<file path="config.mk">
export PLATFORM = sky130hd
export DESIGN_NAME = frame_status_classifier
export DESIGN_NICKNAME = d
export VERILOG_FILES = /design/src/rtl/fsc_pkg.sv /design/src/rtl/fsc_beat_tracker.sv /design/src/rtl/fsc_header_capture.sv /design/src/rtl/fsc_classifier.sv /design/src/rtl/frame_status_classifier.sv
export SDC_FILE = /design/constraint.sdc
export NUM_CORES = 1
export LEC_CHECK = 0
export ABC_AREA = 1
export BUFFER_PORTS_ARGS = -buffer_cell sky130_fd_sc_hd__buf_4
export CAP_MARGIN = 25
export CELL_PAD_IN_SITES_DETAIL_PLACEMENT = 0
export CELL_PAD_IN_SITES_GLOBAL_PLACEMENT = 1
export CORE_ASPECT_RATIO = 1.5
export CORE_MARGIN = 2
export CORE_UTILIZATION = 35
export DETAILED_ROUTE_END_ITERATION = 6
export GPL_TIMING_DRIVEN = 1
export PLACE_DENSITY = 0.68
export REMOVE_ABC_BUFFERS = 1
export SLEW_MARGIN = 25
export SYNTH_ARGS = -nofsm -noshare
export SYNTH_HDL_FRONTEND = slang
export SYNTH_SLANG_ARGS = --single-unit
</file>
<file path="constraint.sdc">
create_clock -name clk -period 16.5 [get_ports clk]
set_input_delay 1.65 -clock clk [delete_from_list [all_inputs] [get_ports clk]]
set_output_delay 1.65 -clock clk [all_outputs]
set_load 0.005 [all_outputs]
</file>
<file path="src/rtl/fsc_pkg.sv">
`timescale 1ns/1ps
package fsc_pkg;
   localparam logic [15:0] TPID_CTAG      = 16'h8100;
   localparam logic [15:0] TPID_STAG      = 16'h88A8;
   localparam logic [15:0] ETYPE_MACCTRL  = 16'h8808;
   localparam logic [15:0] OPC_PAUSE      = 16'h0001;
   localparam logic [15:0] OPC_PFC        = 16'h0101;
   localparam logic [15:0] LEN_TYPE_LIMIT = 16'h0600;
   // header (14) plus FCS (4); each tag adds TAG_BYTES
   localparam int unsigned BASE_OVERHEAD  = 18;
   localparam int unsigned TAG_BYTES      = 4;
   localparam int unsigned BEAT_BYTES     = 4;
   localparam int unsigned MIN_HDR_WORDS  = 6;

   typedef struct packed {
      logic pfc;    // 39
      logic ucast;  // 38
      logic mcast;  // 37
      logic bcast;  // 36
      logic pause;  // 35
      logic ctrl;   // 34
      logic vlan;   // 33
      logic svlan;  // 32
   } fsc_flags_t;
endpackage

</file>
<file path="src/rtl/fsc_beat_tracker.sv">
`timescale 1ns/1ps
module fsc_beat_tracker #(
   parameter int unsigned LEN_W = 16
) (
   input  logic             clk,
   input  logic             rst_n,
   input  logic             valid,
   input  logic             fire,
   input  logic             sop,
   input  logic             eop,
   input  logic [1:0]       empty,
   input  logic             error,
   output logic [LEN_W-3:0] beat_idx,
   output logic [LEN_W-1:0] byte_len,
   output logic             client_err,
   output logic             underflow
);
   localparam int unsigned IDX_W = LEN_W - 2;

   logic             in_frame_q;
   logic [IDX_W-1:0] cnt_q;
   logic             err_acc_q;
   logic             udf_acc_q;
   logic [IDX_W-1:0] idx_next;

   // a start beat always restarts the word index and the sticky flags
   assign beat_idx   = sop ? '0 : cnt_q;
   assign idx_next   = (&beat_idx) ? beat_idx : beat_idx + 1'b1;
   assign byte_len   = {beat_idx, 2'b00} + LEN_W'(3'd4 - {1'b0, empty});
   assign client_err = (sop ? 1'b0 : err_acc_q) | (fire & error);
   assign underflow  = sop ? 1'b0 : udf_acc_q;

   always_ff @(posedge clk) begin
      if (!rst_n) begin
         in_frame_q <= 1'b0;
         cnt_q      <= '0;
         err_acc_q  <= 1'b0;
         udf_acc_q  <= 1'b0;
      end else if (fire) begin
         if (eop) begin
            in_frame_q <= 1'b0;
            cnt_q      <= '0;
            err_acc_q  <= 1'b0;
            udf_acc_q  <= 1'b0;
         end else begin
            in_frame_q <= 1'b1;
            cnt_q      <= idx_next;
            err_acc_q  <= client_err;
            udf_acc_q  <= underflow;
         end
      end else if (in_frame_q && !valid) begin
         udf_acc_q <= 1'b1;
      end
   end
endmodule

</file>
<file path="src/rtl/fsc_header_capture.sv">
`timescale 1ns/1ps
module fsc_header_capture #(
   parameter int unsigned HDR_WORDS = 6,
   parameter int unsigned IDX_W     = 14,
   parameter int unsigned DATA_W    = 32
) (
   input  logic                             clk,
   input  logic                             rst_n,
   input  logic                             fire,
   input  logic                             sop,
   input  logic                             eop,
   input  logic [IDX_W-1:0]                 beat_idx,
   input  logic [DATA_W-1:0]                data,
   output logic [HDR_WORDS-1:0][DATA_W-1:0] hdr_view
);
   for (genvar k = 0; k < HDR_WORDS; k++) begin : g_word
      logic [DATA_W-1:0] word_q;
      logic              hit;

      assign hit = fire && (beat_idx == IDX_W'(k));

      // the live beat is visible at once; a new frame hides stale words
      assign hdr_view[k] = hit          ? data :
                           (fire && sop) ? '0   : word_q;

      always_ff @(posedge clk) begin
         if (!rst_n) begin
            word_q <= '0;
         end else if (fire) begin
            if (eop)      word_q <= '0;
            else if (hit) word_q <= data;
            else if (sop) word_q <= '0;
         end
      end
   end
endmodule

</file>
<file path="src/rtl/fsc_classifier.sv">
`timescale 1ns/1ps
module fsc_classifier
   import fsc_pkg::*;
#(
   parameter int unsigned LEN_W        = 16,
   parameter int unsigned HDR_WORDS    = 6,
   parameter int unsigned MIN_FRAME    = 64,
   parameter int unsigned MAX_FRAME    = 1518,
   parameter bit          LENGTH_CHECK = 1'b1
) (
   input  logic [HDR_WORDS-1:0][31:0] hdr_view,
   input  logic [LEN_W-1:0]           byte_len,
   output fsc_flags_t                 flags,
   output logic [LEN_W-1:0]           payload_len,
   output logic                       err_short,
   output logic                       err_long,
   output logic                       err_len
);
   logic [15:0]      type_at12, type_at16, type_at20;
   logic [15:0]      opc_at14, opc_at18, opc_at22;
   logic             tag_one, tag_two;
   logic [1:0]       ntags;
   logic [15:0]      eff_type, eff_opc;
   logic [LEN_W-1:0] overhead;
   logic             unused_hdr;

   assign type_at12 = hdr_view[3][31:16];
   assign opc_at14  = hdr_view[3][15:0];
   assign type_at16 = hdr_view[4][31:16];
   assign opc_at18  = hdr_view[4][15:0];
   assign type_at20 = hdr_view[5][31:16];
   assign opc_at22  = hdr_view[5][15:0];
   assign unused_hdr = ^hdr_view;

   assign tag_one = (type_at12 == TPID_CTAG) || (type_at12 == TPID_STAG);
   assign tag_two = tag_one && (type_at16 == TPID_CTAG);
   assign ntags   = tag_two ? 2'd2 : (tag_one ? 2'd1 : 2'd0);

   always_comb begin
      unique case (ntags)
         2'd2:    begin eff_type = type_at20; eff_opc = opc_at22; end
         2'd1:    begin eff_type = type_at16; eff_opc = opc_at18; end
         default: begin eff_type = type_at12; eff_opc = opc_at14; end
      endcase
   end

   // destination address class
   always_comb begin
      flags       = '0;
      flags.bcast = (&hdr_view[0]) && (&hdr_view[1][31:16]);
      flags.mcast = !flags.bcast && hdr_view[0][24];
      flags.ucast = !flags.bcast && !hdr_view[0][24];
      flags.vlan  = tag_one;
      flags.svlan = tag_two || (type_at12 == TPID_STAG);
      flags.ctrl  = (eff_type == ETYPE_MACCTRL);
      flags.pause = flags.ctrl && (eff_opc == OPC_PAUSE);
      flags.pfc   = flags.ctrl && (eff_opc == OPC_PFC);
   end

   assign overhead    = LEN_W'(BASE_OVERHEAD) + LEN_W'({ntags, 2'b00});
   assign payload_len = (byte_len > overhead) ? byte_len - overhead : '0;
   assign err_short   = byte_len < LEN_W'(MIN_FRAME);
   assign err_long    = byte_len > LEN_W'(MAX_FRAME);

   if (LENGTH_CHECK) begin : g_len_chk
      logic [LEN_W-1:0] field_len;
      logic             is_length;
      logic             padded;
      assign field_len = LEN_W'(eff_type);
      assign is_length = eff_type < LEN_TYPE_LIMIT;
      assign padded    = (byte_len == LEN_W'(MIN_FRAME)) && (field_len < payload_len);
      assign err_len   = is_length && (field_len != payload_len) && !padded;
   end else begin : g_no_len_chk
      assign err_len = 1'b0;
   end
endmodule

</file>
<file path="src/rtl/frame_status_classifier.sv">
`timescale 1ns/1ps
module frame_status_classifier
   import fsc_pkg::*;
#(
   parameter int unsigned LEN_W        = 16,
   parameter int unsigned HDR_WORDS    = 6,
   parameter int unsigned MIN_FRAME    = 64,
   parameter int unsigned MAX_FRAME    = 1518,
   parameter bit          LENGTH_CHECK = 1'b1
) (
   input  logic        clk,
   input  logic        rst_n,
   input  logic        s_valid,
   input  logic        s_ready,
   input  logic        s_sop,
   input  logic        s_eop,
   input  logic [1:0]  s_empty,
   input  logic        s_error,
   input  logic [31:0] s_data,
   output logic        st_valid,
   output logic [39:0] st_word,
   output logic [6:0]  st_error
);
   localparam int unsigned IDX_W = LEN_W - 2;

   if (LEN_W < 16) begin : g_bad_len_w
      $error("LEN_W must be at least 16");
   end
   if (HDR_WORDS < MIN_HDR_WORDS) begin : g_bad_hdr_words
      $error("HDR_WORDS must cover bytes 0 to 23");
   end
   if (MAX_FRAME <= MIN_FRAME) begin : g_bad_limits
      $error("MAX_FRAME must exceed MIN_FRAME");
   end
   if (MAX_FRAME >= (1 << LEN_W)) begin : g_bad_max
      $error("MAX_FRAME must fit in LEN_W bits");
   end

   logic                          fire;
   logic [IDX_W-1:0]              beat_idx;
   logic [LEN_W-1:0]              byte_len;
   logic                          client_err;
   logic                          underflow;
   logic [HDR_WORDS-1:0][31:0]    hdr_view;
   fsc_flags_t                    flags;
   logic [LEN_W-1:0]              payload_len;
   logic                          err_short, err_long, err_len;

   assign fire = s_valid & s_ready;

   fsc_beat_tracker #(.LEN_W(LEN_W)) u_track (
      .clk        (clk),
      .rst_n      (rst_n),
      .valid      (s_valid),
      .fire       (fire),
      .sop        (s_sop),
      .eop        (s_eop),
      .empty      (s_empty),
      .error      (s_error),
      .beat_idx   (beat_idx),
      .byte_len   (byte_len),
      .client_err (client_err),
      .underflow  (underflow)
   );

   fsc_header_capture #(
      .HDR_WORDS (HDR_WORDS),
      .IDX_W     (IDX_W),
      .DATA_W    (32)
   ) u_hdr (
      .clk      (clk),
      .rst_n    (rst_n),
      .fire     (fire),
      .sop      (s_sop),
      .eop      (s_eop),
      .beat_idx (beat_idx),
      .data     (s_data),
      .hdr_view (hdr_view)
   );

   fsc_classifier #(
      .LEN_W        (LEN_W),
      .HDR_WORDS    (HDR_WORDS),
      .MIN_FRAME    (MIN_FRAME),
      .MAX_FRAME    (MAX_FRAME),
      .LENGTH_CHECK (LENGTH_CHECK)
   ) u_cls (
      .hdr_view    (hdr_view),
      .byte_len    (byte_len),
      .flags       (flags),
      .payload_len (payload_len),
      .err_short   (err_short),
      .err_long    (err_long),
      .err_len     (err_len)
   );

   assign st_valid = fire & s_eop;
   assign st_word  = {flags, byte_len[15:0], payload_len[15:0]};
   assign st_error = {1'b0, client_err, underflow, 1'b0, err_len, err_long, err_short};
endmodule

</file>
# Word level (Yosys, flattened, before mapping)
# Cells that the tools add are included.
[totals]
word_cells = 110
input_bits = 41
reg_bits = 177
out_inout_bits = 48
[classes]
bitwise_logic = 4
n_reduce_logical = 37
n_eq_ne = 14
n_mux = 36
order_cmp = 5
addsub = 5
[ops]
columns = ["cell", "n"]
rows = [
  ["two-way mux 32 bit", 21],
  ["== test 16 bit (second input constant)", 4],
  ["case mux 16 bit (2 select lines)", 2],
  ["two-way mux 14 bit", 3],
  ["AND reduction 32 bit", 1],
  ["== test 14 x 3 -> 1 bit (second input constant)", 2],
  ["adder 16 bit", 1],
  ["== test 16 x 1 -> 1 bit (second input constant)", 1],
  ["== test 16 x 7 -> 1 bit (second input constant)", 1],
  ["== test 16 x 9 -> 1 bit (second input constant)", 1],
  ["> comparator 16 x 11 -> 1 bit (second input constant)", 1],
  ["> comparator 16 bit", 1],
  ["logical AND 1 bit", 16],
  ["less-than comparator 16 x 11 -> 1 bit (second input constant)", 1],
  ["less-than comparator 16 bit", 1],
  ["less-than comparator 16 x 7 -> 1 bit (second input constant)", 1],
  ["two-way mux 16 bit", 1],
  ["!= test 16 bit", 1],
  ["AND reduction 16 bit", 1],
  ["subtractor 16 bit", 1],
  ["nonzero test 3 bit", 5],
  ["adder 14 x 1 -> 14 bit (second input constant)", 1],
  ["== test 14 x 1 -> 1 bit (second input constant)", 1],
  ["== test 14 x 2 -> 1 bit (second input constant)", 1],
  ["14 further kinds", 31],
]

# Depth between registers and ports, before layout
[depth]
depth_word = 15
depth_mapped = 42
depth_no_buf = 39

# Modules after synthesis
# Synthesis repeated with hierarchy kept, for this count alone.
[hier_totals]
hier_cells = 2442
area_unflattened_um2 = 15035.7
[by_module_without_submodules]
columns = ["mod", "seq_area_each_um2", "area_per_inst_um2", "cells_per_inst", "n_inst"]
rows = [
  ["fsc_header_capture", 3843.7, 11119.4, 1749, 1],
  ["fsc_classifier", 0.0, 2312.2, 450, 1],
  ["fsc_beat_tracker", 340.3, 1530.2, 231, 1],
  ["frame_status_classifier", 0.0, 73.8, 12, 1],
]

# Worst setup path after synthesis
# No wires, ideal clock.
[synth_timing]
path_type = "in2out"
from = "in s_sop"
to = "out st_error[2]"
required_ps = 14850
arrival_time_ps = 6261
path_slack_ps = 8589
cell_stages = 36
path_buffers = 3
path_cell_list = "buf_2 > nor2_2 > nand3_2 > nor2_4 > nand3_4 > buf_6 > nand2_1 > nand2_2 > nor2_1 > nand3_1 > nor2_2 > nand2_4 > nor2_8 > inv_1 > ha_1 > inv_1 > nor2_1 > o21ai_0 > inv_1 > nor2_1 > nand2_1 > nor3_1 > nand2_1 > xor2_1 > nor2_1 > inv_1 > ha_1 > a2111oi_0 > nand3_1 > a2111oi_0 > nand3_1 > nor2_1 > a21oi_1 > nand3b_1 > nor2_1 > buf_4"
[synth_via]
elab_chain_len = 15
word_cells_on_any_way = 37
classes_between = "add/sub (3); order compare (3); eq/ne (10); mux (11); reduce/logical (10)"
[synth_rtl]
columns = ["element", "line_no", "text"]
rows = [
  ["start, declared", "frame_status_classifier.sv:15", "input logic s_sop,"],
  ["two-way mux 14 bit", "fsc_beat_tracker.sv:27", "assign beat_idx = sop ? '0 : cnt_q;"],
  ["== test 14 x 2 -> 1 bit", "fsc_header_capture.sv:20", "assign hit = fire && (beat_idx == IDX_W'(k));"],
  ["logical AND 1 bit", "fsc_header_capture.sv:20", ""],
  ["two-way mux 32 bit", "fsc_header_capture.sv:23", "assign hdr_view[k] = hit ? data :"],
  ["== test 16 bit", "fsc_classifier.sv:35", "assign tag_one = (type_at12 == TPID_CTAG) || (type_at12 == TPID_STAG);"],
  ["logical OR 1 bit", "fsc_classifier.sv:35", ""],
  ["two-way mux 1 bit or logical AND 1 bit (tied branches)", "fsc_classifier.sv:37, fsc_classifier.sv:36", ""],
  ["two-way mux 2 bit", "fsc_classifier.sv:37", "assign ntags = tag_two ? 2'd2 : (tag_one ? 2'd1 : 2'd0);"],
  ["adder 5 x 4 -> 6 bit", "fsc_classifier.sv:60", "assign overhead = LEN_W'(BASE_OVERHEAD) + LEN_W'({ntags, 2'b00});"],
  ["subtractor 16 bit or > comparator 16 bit (tied branches)", "fsc_classifier.sv:61", "assign payload_len = (byte_len > overhead) ? byte_len - overhead : '0;"],
  ["two-way mux 16 bit (*)", "fsc_classifier.sv:61", ""],
  ["via st_word[15]", "frame_status_classifier.sv:21", "output logic [39:0] st_word,"],
  ["less-than comparator 16 bit", "fsc_classifier.sv:71", "assign padded = (byte_len == LEN_W'(MIN_FRAME)) && (field_len < payload_len);"],
  ["logical AND 1 bit", "fsc_classifier.sv:71", ""],
  ["logical NOT 1 bit", "fsc_classifier.sv:72", "assign err_len = is_length && (field_len != payload_len) && !padded;"],
  ["logical AND 1 bit (*)", "fsc_classifier.sv:72", ""],
  ["end, declared", "frame_status_classifier.sv:22", "output logic [6:0] st_error"],
]
# The timed path passes the listed nets; every way through them passes the cells marked *.

# Worst setup path after layout
[layout_timing]
from = "in s_valid"
to = "out st_error[2]"
[layout_via]
elab_chain_len = 15
word_cells_on_any_way = 32
classes_between = "add/sub (2); order compare (3); eq/ne (6); mux (10); bitwise (1); reduce/logical (10)"
[layout_rtl]
columns = ["element", "line_no", "text"]
rows = [
  ["start, declared", "frame_status_classifier.sv:13", "input logic s_valid,"],
  ["AND 1 bit (*)", "frame_status_classifier.sv:49", "assign fire = s_valid & s_ready;"],
  ["logical AND 1 bit", "fsc_header_capture.sv:24", "(fire && sop) ? '0 : word_q;"],
  ["two-way mux 32 bit", "fsc_header_capture.sv:24", ""],
  ["two-way mux 32 bit", "fsc_header_capture.sv:23", ""],
  ["== test 16 bit", "fsc_classifier.sv:35", ""],
  ["logical OR 1 bit", "fsc_classifier.sv:35", ""],
  ["two-way mux 1 bit or logical AND 1 bit (tied branches)", "fsc_classifier.sv:37, fsc_classifier.sv:36", ""],
  ["two-way mux 2 bit", "fsc_classifier.sv:37", ""],
  ["adder 5 x 4 -> 6 bit", "fsc_classifier.sv:60", ""],
  ["subtractor 16 bit or > comparator 16 bit (tied branches)", "fsc_classifier.sv:61", ""],
  ["two-way mux 16 bit", "fsc_classifier.sv:61", ""],
  ["less-than comparator 16 bit", "fsc_classifier.sv:71", ""],
  ["logical AND 1 bit", "fsc_classifier.sv:71", ""],
  ["logical NOT 1 bit", "fsc_classifier.sv:72", ""],
  ["logical AND 1 bit (*)", "fsc_classifier.sv:72", ""],
]
# Every way passes the cells marked *; elsewhere a longest branch is shown, timed or not.

==> flow_metrics.tcl <==
set metrics [dict create \
    fin_nets 1887 \
    critPathMaxFanout 68 \
    pin_count 89 \
    ir_drop_mv 0.0742 \
    clk_pin_slew_ps 60 \
    synthTopCellsByArea "dfxtp_1, nand2_1, a21oi_1" \
    crit_type "in -> out" \
    setup_ws_ps 6400 \
    vias 12200 \
    crit_arrival_ps 8450 \
    cp_top_family "simple AND/OR/NAND/NOR gates" \
    cts_buffer_depth 2 \
    syn_area_per_cell_um2 6.11 \
    synthesis.area_um2 11200 \
    grt_pass1_vias 11700 \
    drt_pass1_iterations 6 \
    antenna_cells 0 \
    wire_per_inst_um 20.2 \
    status "complete, no violations" \
    layout_common_cells "nand2_1, inv_1, a21oi_1" \
    drt_iter0_drc 833 \
    clock_sinks 161 \
    fmax_ghz 0.0990 \
    synth_seq_cells 161 \
    worst-path-buf-inv 9 \
    htree_num_levels 4 \
    setup_tns_ps 0 \
    io_buffers 86 \
    skew_ps 8.47 \
    end_kind "primary output" \
    ys_seq_area_share_pct 28.8 \
    post-cts-setup-buffer-count 0 \
    numCtsBuffers 17 \
    final_hold_viol_count 0 \
    area_growth_pct 12.1 \
    min_path_type "reg -> reg" \
    post-route-min-period_ps 10100 \
    synth_area_leader_cell "dfxtp_1" \
    wl_um 45400 \
    die_w_um 150 \
    rsz0062_at_grt "false" \
    tightest_slew_ps 1010 \
    die-area_um2 33500 \
    cts_hold_buf 0 \
    fp-row-count 80 \
    cts_tree "yes" \
    drc_errors 0 \
    min_period_over_period_pct 61.2 \
    p_per_area_nw_per_um2 74.0 \
    clkLatencyLatePin_ps 460 \
    yosysUniqueCellTypes 57 \
    async_reset_ff_share_pct 0 \
    slew_headroom_pct 32.7 \
    ys.warnings.count 0 \
    grt_max_degree 85 \
    synth_top_area_share_pct 28.8 \
    vias_per_cell 5.42 \
    p_leak_uw 0.00527 \
    required_ps 14850 \
    core_um2 31600 \
    initial_core_util_pct 35.4 \
    dieHeight_um 223 \
    drv_slew 0 \
    ctsResizeCount 0 \
    antenna_left 0 \
    pre_cts_ws_ps 6400 \
    grt_usage_pct 27.1 \
    slowest_stage "buf_4" \
    hpwl_um 33200 \
    grt_pass1_wl_um 68700 \
    synth_cells 1835 \
    synth_ff_type "dfxtp_1" \
    finalSetupViolCount 0 \
    critPathMaxStageDelay_ps 710 \
    drive_gt1_share_pct 10.3 \
    drv_cap 0 \
    place_congestion 0.902 \
    synth_edf_count 0 \
    gr-total-overflow 0 \
    critPathLaunchType "input port" \
    mostFrequentLayoutCell "nand2_1" \
    ctsRootBufferMaster "clkbuf_16" \
    antenna_found_initial 0 \
]
path summary, 6_finish.rpt:
check	from	end	slack, ps	depth (start not counted)
worst max-delay path	s_valid	st_error[2]	6400	38
worst min-delay path	u_track.in_frame_q	u_track.in_frame_q	440	2
worst max register to register	u_track.cnt_q[8]	u_hdr.g_word[4].word_q[12]	13510	10
worst min register to register	u_track.in_frame_q	u_track.in_frame_q	440	2
per-stage QoR:
step                hold WS, ps  area (um2)  util [%]  cells  power, uW
CTS                         449       12600      39.7   2244        938
global route                472       12600      39.7   2244        958
floorplan                   424       10600         -   1702        438
detailed placement          439       11900      37.6   2213        487
global placement            433       11900      37.6   2213        487
finish                      445       12600      39.7   2244        929
cell type report:
cell class,count,area (um2)
clock inverter,12,205
clock buffer,19,453
timing repair buffer,101,758
multi-input combinational,1342,6660
inverter,199,749
sequential,161,3220
tap,410,513
fill,3572,19100
sequential cells by signal, indices dropped and copies added, names as in the netlist:
| name | cells |
|---|---|
| u_hdr.g_word.word_q | 144 |
| u_track.cnt_q | 14 |
| u_track.err_acc_q | 1 |
| u_track.in_frame_q | 1 |
| u_track.udf_acc_q | 1 |
worst register-to-register path, delay by kind of cell, from the launching register on:
family | cells | cell delay [ps]
and+or+nand+nor | 5 | 1270
buffers and inverters | 2 | 770
AOI/OAI and AO/OA | 3 | 450
DFF | 1 | 340
kinds of logic (layout without fill, tap and decap cells):
| group | after synthesis | count (layout) | share of synthesized area (%) |
|---|---|---|---|
| AND/OR/NAND/NOR | 938 | 938 | 37.0 |
| AO/OA/AOI/OAI | 356 | 356 | 17.5 |
| buffers and inverters | 333 | 331 | 12.2 |
| flip-flops | 161 | 161 | 28.8 |
| adder cells (fa/ha/maj) | 24 | 24 | 2.75 |
| XOR/XNOR | 22 | 22 | 1.72 |
| other | 1 | 2 | 0.0335 |
metal layers:
layer	global-route usage (%)	up-vias	share of wire (%)
li1	-	5963	-
met1	29.6	5742	38
met2	50.2	347	53
met3	3.46	110	3.9
met4	13.5	0	5.3
met5	0	-	0
synth_stat cells, types with 7 or more instances:
master	number
nand2_1	492
nand4_1	46
nor4_1	14
inv_1	186
nand2_2	7
buf_1	9
clkbuf_1	96
xor2_1	18
dfxtp_1	161
o21ai_1	18
buf_4	12
buf_6	8
o211ai_1	10
nor2_1	155
nor3_1	15
buf_2	8
a31oi_1	19
inv_2	9
nor2_4	8
o21ai_0	88
nand3_1	171
nor2_2	7
ha_1	23
a21oi_1	181
power breakdown:
group          switching [uW]  internal [uW]
logic                    65.7           19.3
clock network             175            277
registers                1.68            391
(Power assumes the default switching activity.)
